--- src/rtl/dma_pkg.sv ---
package dma_pkg;
    localparam int DATA_W    = 32;
    localparam int ADDR_W    = 32;
    localparam int LEN_W     = 16;
    localparam int REG_AW    = 8;
    localparam int NUM_CH    = 2;
    localparam int CH_STRIDE = 'h30;
    localparam int OFF_CTRL  = 'h00;
    localparam int OFF_STAT  = 'h04;
    localparam int OFF_ADDR  = 'h18;
    localparam int OFF_LEN   = 'h28;
    localparam int BIT_RUN   = 0;
    localparam int BIT_SRST  = 2;
    localparam int BIT_HALT  = 0;
    localparam int BIT_DONE  = 12;
    localparam int WORD_BYTES = DATA_W / 8;
    localparam int BYTE_SH    = $clog2(WORD_BYTES);

    typedef enum logic [1:0] {RD_IDLE, RD_FETCH, RD_SEND} rd_state_e;

    typedef struct packed {
        logic run;
        logic srst_pend;
        logic done;
    } chan_flags_t;

    function automatic logic [REG_AW-1:0] reg_off(int ch, int off);
        return REG_AW'(ch * CH_STRIDE + off);
    endfunction
endpackage

--- src/rtl/dma_chan_regs.sv ---
module dma_chan_regs
    import dma_pkg::*;
#(
    parameter int CH = 0,
    parameter int AW = ADDR_W,
    parameter int LW = LEN_W,
    parameter int RW = REG_AW,
    parameter int DW = DATA_W
) (
    input  logic                 clk,
    input  logic                 rst,
    input  logic                 we,
    input  logic [RW-1:0]        addr,
    input  logic [DW-1:0]        wdata,
    output logic [DW-1:0]        rdata,
    input  logic                 busy,
    input  logic                 done_evt,
    output logic                 start,
    output logic [AW-1:0]        base,
    output logic [LW-BYTE_SH-1:0] nwords,
    output logic                 ch_rst
);
    localparam logic [RW-1:0] A_CTRL = reg_off(CH, OFF_CTRL);
    localparam logic [RW-1:0] A_STAT = reg_off(CH, OFF_STAT);
    localparam logic [RW-1:0] A_ADDR = reg_off(CH, OFF_ADDR);
    localparam logic [RW-1:0] A_LEN  = reg_off(CH, OFF_LEN);

    chan_flags_t   fl_q;
    logic [AW-1:0] addr_q;
    logic [LW-1:0] len_q;
    logic wr_ctrl, wr_stat, wr_addr, wr_len;

    assign wr_ctrl = we && addr == A_CTRL && !fl_q.srst_pend;
    assign wr_stat = we && addr == A_STAT && !fl_q.srst_pend;
    assign wr_addr = we && addr == A_ADDR && !fl_q.srst_pend;
    assign wr_len  = we && addr == A_LEN  && !fl_q.srst_pend;

    assign nwords = wdata[LW-1:BYTE_SH];
    assign start  = wr_len && fl_q.run && !busy && (nwords != '0);
    assign base   = addr_q;
    assign ch_rst = fl_q.srst_pend;

    always_ff @(posedge clk) begin
        if (rst || fl_q.srst_pend) begin
            fl_q   <= '0;
            addr_q <= '0;
            len_q  <= '0;
        end else begin
            if (wr_ctrl) begin
                if (wdata[BIT_SRST]) fl_q.srst_pend <= 1'b1;
                else                 fl_q.run       <= wdata[BIT_RUN];
            end
            if (wr_stat && wdata[BIT_DONE]) fl_q.done <= 1'b0;
            if (done_evt)                   fl_q.done <= 1'b1;
            if (wr_addr) addr_q <= wdata[AW-1:0];
            if (start)   len_q  <= wdata[LW-1:0];
        end
    end

    always_comb begin
        rdata = '0;
        if (addr == A_CTRL) begin
            rdata[BIT_RUN]  = fl_q.run;
            rdata[BIT_SRST] = fl_q.srst_pend;
        end else if (addr == A_STAT) begin
            rdata[BIT_HALT] = !fl_q.run;
            rdata[BIT_DONE] = fl_q.done;
        end else if (addr == A_ADDR) begin
            rdata[AW-1:0] = addr_q;
        end else if (addr == A_LEN) begin
            rdata[LW-1:0] = len_q;
        end
    end

    // the soft reset lasts one cycle and leaves the channel stopped
    assert_srst_selfclear_R3: assert property (@(posedge clk) disable iff (rst)
        fl_q.srst_pend |=> !fl_q.srst_pend && !fl_q.run && !fl_q.done);
    // an accepted length write makes the engine busy
    assert_start_busy_R4: assert property (@(posedge clk) disable iff (rst)
        start |=> busy);
    // a finishing transfer always leaves the flag set
    assert_done_set_R10: assert property (@(posedge clk) disable iff (rst)
        done_evt && !fl_q.srst_pend |=> fl_q.done);
endmodule

--- src/rtl/dma_mm2s.sv ---
module dma_mm2s
    import dma_pkg::*;
#(
    parameter int AW = ADDR_W,
    parameter int DW = DATA_W,
    parameter int NW = LEN_W - BYTE_SH
) (
    input  logic            clk,
    input  logic            rst,
    input  logic            start,
    input  logic [AW-1:0]   src,
    input  logic [NW-1:0]   nwords,
    output logic            rd_en,
    output logic [AW-1:0]   rd_addr,
    input  logic [DW-1:0]   rd_data,
    output logic [DW-1:0]   tdata,
    output logic            tvalid,
    input  logic            tready,
    output logic            tlast,
    output logic [DW/8-1:0] tkeep,
    output logic            busy,
    output logic            done_evt
);
    rd_state_e    st_q;
    logic [AW-1:0] cur_q;
    logic [NW-1:0] cnt_q;
    logic [DW-1:0] dat_q;
    logic hs, last;

    assign hs       = (st_q == RD_SEND) && tready;
    assign last     = (cnt_q == NW'(1));
    assign rd_en    = (st_q == RD_FETCH) || (hs && !last);
    assign rd_addr  = cur_q;
    assign tvalid   = (st_q == RD_SEND);
    assign tdata    = dat_q;
    assign tlast    = tvalid && last;
    assign tkeep    = '1;
    assign busy     = (st_q != RD_IDLE);
    assign done_evt = hs && last;

    always_ff @(posedge clk) begin
        if (rst) begin
            st_q  <= RD_IDLE;
            cur_q <= '0;
            cnt_q <= '0;
            dat_q <= '0;
        end else begin
            unique case (st_q)
                RD_IDLE: if (start) begin
                    cur_q <= src;
                    cnt_q <= nwords;
                    st_q  <= RD_FETCH;
                end
                RD_FETCH: begin
                    dat_q <= rd_data;
                    cur_q <= cur_q + AW'(WORD_BYTES);
                    st_q  <= RD_SEND;
                end
                RD_SEND: if (tready) begin
                    if (last) begin
                        st_q <= RD_IDLE;
                    end else begin
                        dat_q <= rd_data;
                        cur_q <= cur_q + AW'(WORD_BYTES);
                        cnt_q <= cnt_q - NW'(1);
                    end
                end
                default: st_q <= RD_IDLE;
            endcase
        end
    end

    // a stalled beat is held unchanged
    assert_hold_stall_R7: assert property (@(posedge clk) disable iff (rst)
        tvalid && !tready |=> tvalid && $stable(tdata) && $stable(tlast));
    // nothing follows an accepted final beat
    assert_last_ends_R6: assert property (@(posedge clk) disable iff (rst)
        tlast && tready |=> !tvalid);
    // memory is read only on behalf of a transfer
    assert_read_in_xfer_R5: assert property (@(posedge clk) disable iff (rst)
        rd_en |=> tvalid);
endmodule

--- src/rtl/dma_s2mm.sv ---
module dma_s2mm
    import dma_pkg::*;
#(
    parameter int AW = ADDR_W,
    parameter int DW = DATA_W,
    parameter int NW = LEN_W - BYTE_SH
) (
    input  logic          clk,
    input  logic          rst,
    input  logic          start,
    input  logic [AW-1:0] dst,
    input  logic [NW-1:0] nwords,
    input  logic [DW-1:0] tdata,
    input  logic          tvalid,
    output logic          tready,
    input  logic          tlast,
    output logic          wr_en,
    output logic [AW-1:0] wr_addr,
    output logic [DW-1:0] wr_data,
    output logic          busy,
    output logic          done_evt
);
    logic          busy_q;
    logic [AW-1:0] cur_q;
    logic [NW-1:0] rem_q;
    logic hs;

    assign tready   = busy_q;
    assign hs       = tvalid && busy_q;
    assign wr_en    = hs;
    assign wr_addr  = cur_q;
    assign wr_data  = tdata;
    assign busy     = busy_q;
    assign done_evt = hs && (rem_q == NW'(1) || tlast);

    always_ff @(posedge clk) begin
        if (rst) begin
            busy_q <= 1'b0;
            cur_q  <= '0;
            rem_q  <= '0;
        end else if (!busy_q) begin
            if (start) begin
                busy_q <= 1'b1;
                cur_q  <= dst;
                rem_q  <= nwords;
            end
        end else if (hs) begin
            cur_q <= cur_q + AW'(WORD_BYTES);
            rem_q <= rem_q - NW'(1);
            if (done_evt) busy_q <= 1'b0;
        end
    end

    // ready only with words still owed
    assert_ready_has_room_R8: assert property (@(posedge clk) disable iff (rst)
        tready |-> rem_q != '0);
    // ready drops right after the ending beat
    assert_stop_after_end_R9: assert property (@(posedge clk) disable iff (rst)
        done_evt |=> !tready);
endmodule

--- src/rtl/stream_dma.sv ---
module stream_dma
    import dma_pkg::*;
#(
    parameter int DW  = DATA_W,
    parameter int AW  = ADDR_W,
    parameter int LW  = LEN_W,
    parameter int RAW = REG_AW
) (
    input  logic            clk,
    input  logic            rst,
    input  logic            reg_we,
    input  logic [RAW-1:0]  reg_addr,
    input  logic [DW-1:0]   reg_wdata,
    output logic [DW-1:0]   reg_rdata,
    output logic            mem_rd_en,
    output logic [AW-1:0]   mem_rd_addr,
    input  logic [DW-1:0]   mem_rd_data,
    output logic            mem_wr_en,
    output logic [AW-1:0]   mem_wr_addr,
    output logic [DW-1:0]   mem_wr_data,
    output logic [DW-1:0]   m_tdata,
    output logic            m_tvalid,
    input  logic            m_tready,
    output logic            m_tlast,
    output logic [DW/8-1:0] m_tkeep,
    input  logic [DW-1:0]   s_tdata,
    input  logic            s_tvalid,
    output logic            s_tready,
    input  logic            s_tlast
);
    localparam int NW = LW - BYTE_SH;
    localparam int CH_RD = 0;
    localparam int CH_WR = 1;

    logic [NUM_CH-1:0] st, crst, bsy, dn;
    logic [AW-1:0]     base [NUM_CH];
    logic [NW-1:0]     nw   [NUM_CH];
    logic [DW-1:0]     rdv  [NUM_CH];

    for (genvar g = 0; g < NUM_CH; g++) begin : g_ch
        dma_chan_regs #(.CH(g), .AW(AW), .LW(LW), .RW(RAW), .DW(DW)) u_regs (
            .clk(clk), .rst(rst), .we(reg_we), .addr(reg_addr),
            .wdata(reg_wdata), .rdata(rdv[g]), .busy(bsy[g]),
            .done_evt(dn[g]), .start(st[g]), .base(base[g]),
            .nwords(nw[g]), .ch_rst(crst[g])
        );
    end

    always_comb begin
        reg_rdata = '0;
        for (int i = 0; i < NUM_CH; i++) reg_rdata = reg_rdata | rdv[i];
    end

    dma_mm2s #(.AW(AW), .DW(DW), .NW(NW)) u_rd (
        .clk(clk), .rst(rst || crst[CH_RD]), .start(st[CH_RD]),
        .src(base[CH_RD]), .nwords(nw[CH_RD]),
        .rd_en(mem_rd_en), .rd_addr(mem_rd_addr), .rd_data(mem_rd_data),
        .tdata(m_tdata), .tvalid(m_tvalid), .tready(m_tready),
        .tlast(m_tlast), .tkeep(m_tkeep),
        .busy(bsy[CH_RD]), .done_evt(dn[CH_RD])
    );

    dma_s2mm #(.AW(AW), .DW(DW), .NW(NW)) u_wr (
        .clk(clk), .rst(rst || crst[CH_WR]), .start(st[CH_WR]),
        .dst(base[CH_WR]), .nwords(nw[CH_WR]),
        .tdata(s_tdata), .tvalid(s_tvalid), .tready(s_tready), .tlast(s_tlast),
        .wr_en(mem_wr_en), .wr_addr(mem_wr_addr), .wr_data(mem_wr_data),
        .busy(bsy[CH_WR]), .done_evt(dn[CH_WR])
    );

    // every beat carries all bytes
    assert_keep_full_R6: assert property (@(posedge clk) disable iff (rst)
        m_tvalid |-> $countones(m_tkeep) == DW/8);
endmodule

--- config.mk ---
export PLATFORM = sky130hd
export DESIGN_NAME = stream_dma
export DESIGN_NICKNAME = d
export VERILOG_FILES = /design/src/rtl/dma_pkg.sv /design/src/rtl/dma_chan_regs.sv /design/src/rtl/dma_mm2s.sv /design/src/rtl/dma_s2mm.sv /design/src/rtl/stream_dma.sv
export SDC_FILE = /design/constraint.sdc
export NUM_CORES = 1
export LEC_CHECK = 0
export BUFFER_PORTS_ARGS = -buffer_cell sky130_fd_sc_hd__buf_2
export CAP_MARGIN = 25
export CORE_ASPECT_RATIO = 1.5
export CORE_UTILIZATION = 52
export DETAILED_ROUTE_END_ITERATION = 8
export PLACE_DENSITY = 0.74
export SYNTH_ARGS = -nofsm -noshare
export SYNTH_HDL_FRONTEND = slang
export SYNTH_SLANG_ARGS = --single-unit
--- constraint.sdc ---
create_clock -name clk -period 2.7 [get_ports clk]
set_input_delay 0.135 -clock clk [delete_from_list [all_inputs] [get_ports clk]]
set_output_delay 0.135 -clock clk [all_outputs]
set_load 0.005 [all_outputs]
==> flow_summary.json <==
{
  "cap_violations": 0,
  "critPathRequiredTime_ns": 2.57,
  "critPathBufInv": 1,
  "clk_pin_slew_ns": 0.07,
  "antenna_found_initial": 1,
  "p_sw_share_pct": 22.6,
  "area_delta_synth_final_pct": 21.5,
  "die_x_um": 127,
  "clock_path_buffers": 3,
  "grt_max_degree": 71,
  "core_mm2": 0.0229,
  "p_per_area_mw_per_mm2": 488,
  "fin_ws_ns": 0.150,
  "htreeDepth": 1,
  "grt_use_total_pct": 33.4,
  "place_congestion": 0.914,
  "synth_top_area_share_pct": 37.9,
  "hold_path.class": "input pin to register",
  "slew_headroom_pct": 40.9,
  "crit_family": "simple AND/OR/NAND/NOR gates",
  "cp_max_fo": 8,
  "postCtsSetupBuffers": 0,
  "synthDistinctLibCells": 73,
  "floorplan.die_area_mm2": 0.0239,
  "grt_pass1_wl_mm": 64.8,
  "cpPeakStageDelay_ns": 0.45,
  "synthTopCellsByArea": "dfxtp_1 (38%), nand2_1 (8.7%), a21oi_1 (8.2%)",
  "yosysTopAreaCell": "dfxtp_1",
  "synth_cells": 1601,
  "ys_seq_area_share_pct": 37.9,
  "hold_viol": 0,
  "rsz0062_at_grt": "false",
  "cp_slowest_cell": "dfxtp_1",
  "nets": 1912,
  "arrival_ns": 2.41,
  "crit_chain": "ha_1 -> nor4b_1 -> and4b_1 -> nor2_1 -> or2_2 -> buf_2",
  "clock_skew_ns": 0.0130,
  "cp-start-kind": "register",
  "status": "completed",
  "finalSetupTns_ns": 0,
  "cts.sinks": 229,
  "period_share_pct": 94.4,
  "drc_errors": 0,
  "io_pins": 279,
  "cts_inserted_buffers": 23,
  "core.rowCount": 68,
  "cts_tree": "built",
  "io_buffers": 210,
  "wl_per_cell_um": 19.8,
  "async_flop_share_pct": 0,
  "pre_cts_slack_ns": 0.141,
  "p_clk_share_pct": 48.4,
  "synth_warnings": 0,
  "start_util_pct": 52.9,
  "whs_ns": 0.0232,
  "intPower_w": 0.00556,
  "synth_edf_count": 0,
  "clock.fmax_ghz": 0.392,
  "post_drt_via_cell_ratio": 6.38,
  "hpwl_mm": 27.8,
  "cts-root-buf": "clkbuf_16",
  "worst_pin_slew_ns": 0.886,
  "combPwrFrac_pct": 4.5,
  "grt_pass1_vias": 12354,
  "end_kind": "output port",
  "syn_area_mm2": 0.0121,
  "syn_area_per_cell_um2": 7.56,
  "p_leak_nw": 5.49,
  "period_needed_ns": 2.55,
  "first_pass_iters": 7,
  "fp.dieH_um": 189,
  "dr.first_iter.drc_count": 1132,
  "antenna_left": 0,
  "gr-total-overflow": 0,
  "irDropWorstVdd_uv": 451,
  "synthFlopType": "dfxtp_1",
  "sequentialPowerShare_pct": 47.1,
  "clk_latency_ns": 0.52,
  "routed_wl_mm": 41.4,
  "ys_ff_latch": 229,
  "vias": 13327,
  "drv_slew": 0,
  "fill_cells": 1990,
  "drive_gt1_share_pct": 18.5,
  "switching_power_w": 0.00162,
  "criticalPathCategory": "register to output port",
  "finalSetupViolCount": 0
}
[cells in the mapped netlist, types with 7 or more instances]
cell type / number
a21oi_1: 198
and3_1: 21
ha_1: 10
o32ai_1: 11
o22ai_1: 11
clkbuf_1: 118
nand3_1: 72
o31a_1: 11
nor2_1: 72
o311ai_0: 8
o31ai_1: 27
nor2b_1: 26
o21ai_0: 104
nand2_1: 280
a22o_1: 17
a211oi_1: 23
nor4_1: 27
inv_1: 21
or2_2: 7
o211ai_1: 7
a31oi_1: 21
nand4_1: 26
a222oi_1: 14
nor3_1: 40
dfxtp_1: 229
and2_1: 13
buf_4: 37
mux2i_1: 23
and4_1: 13
[metal layers]
metal  wire (um)  global-route usage (%)  vias up
li1            -                       -     6177
met1       16000                    40.8     6311
met2       20100                    57.2      697
met3        3270                    5.06      142
met4        1980                    16.4        0
met5           0                       0        -
[cells by family after synthesis]
logic type,count (synthesis),synth area share [%]
other,1,0.0310
AOI/OAI and AO/OA,505,26.1
adders and majority gates,10,1.03
DFF,229,37.9
buffers and inverters,192,7.35
and+or+nand+nor,638,25.4
muxes,26,2.18
[per-stage QoR]
stage / util, % / cell area (um2) / std cells / power, W
detailed placement: 57.9 / 13300 / 1984 / 0.00369
floorplan: - / 12100 / 1604 / 0.00359
CTS: 64.2 / 14700 / 2088 / 0.00717
finish: 64.2 / 14700 / 2090 / 0.00718
global route: 64.2 / 14700 / 2089 / 0.00733
global placement: 57.9 / 13200 / 1983 / 0.00369
[layout make-up]
cell class / count / area, um2 / area share, %
Sequential cell: 229 / 4590 / 31.2
Tap cell: 280 / 350 / 2.38
Clock buffer: 30 / 672 / 4.57
Antenna cell: 2 / 5.00 / 0.0340
Inverter: 22 / 82.6 / 0.562
Timing Repair Buffer: 333 / 2210 / 15.0
Clock inverter: 11 / 139 / 0.945
Multi-Input combinational cell: 1183 / 6660 / 45.3
[worst paths after layout]
check | endpoint | depth (start not counted) | slack, ns | from
worst min register to register | g_ch[1].u_regs.len_q[6] | 2 | 0.45 | g_ch[1].u_regs.len_q[6]
worst max-delay path | mem_rd_en | 6 | 0.15 | u_rd.cnt_q[0]
worst max register to register | u_rd.cnt_q[9] | 9 | 0.33 | u_rd.st_q[0]
worst min-delay path | g_ch[0].u_regs.base[12] | 3 | 0.02 | reg_wdata[12]
[sequential cells by signal (all words and copies together) (netlist names)]
name and cells:
u_wr.rem_q 14, u_wr.busy 1, g_ch.u_regs.ch_rst 2, g_ch.u_regs.len_q 32
u_rd.cnt_q 14, u_rd.st_q 2, g_ch.u_regs.fl_q 4, u_wr.wr_addr 32
u_rd.tdata 32, u_rd.rd_addr 32, g_ch.u_regs.base 64
[worst min-delay path, stage by stage]
cell,delay (ns)
buf_2,0.21
nand2_1,0.09
a21oi_1,0.05
[power by group through the flow]
| stage | clock network, W | logic [W] | registers [W] |
|---|---|---|---|
| after floorplan | 0 | 0.000138 | 0.00346 |
| after global placement | 0 | 0.000238 | 0.00346 |
| after detailed placement | 0 | 0.000238 | 0.00346 |
| after CTS | 0.00348 | 0.000309 | 0.00338 |
| after global routing | 0.00361 | 0.000339 | 0.00338 |
| final | 0.00347 | 0.000324 | 0.00338 |
[cells in the final DEF (no fill, tap or decap), types with 23 or more instances in the layout]
cell type      count
a211oi_1          23
dfxtp_1          228
mux2i_1           23
o31ai_1           27
nor2_1            71
o21ai_0          104
buf_4             54
buf_2            210
clkbuf_16         23
nand4_1           26
nor3_1            40
nand3_1           72
nand2_1          280
a21oi_1          197
nor4_1            27
dlygate4sd3_1     63
nor2b_1           26
[timing repair]
action / 4_1_cts / 5_1_grt
gates resized for setup: 0 / 0
endpoints found under the hold margin: 111 / 0
setup endpoints to repair: 0 / 0
hold buffers: 63 / 0
(Power assumes the default switching activity.)
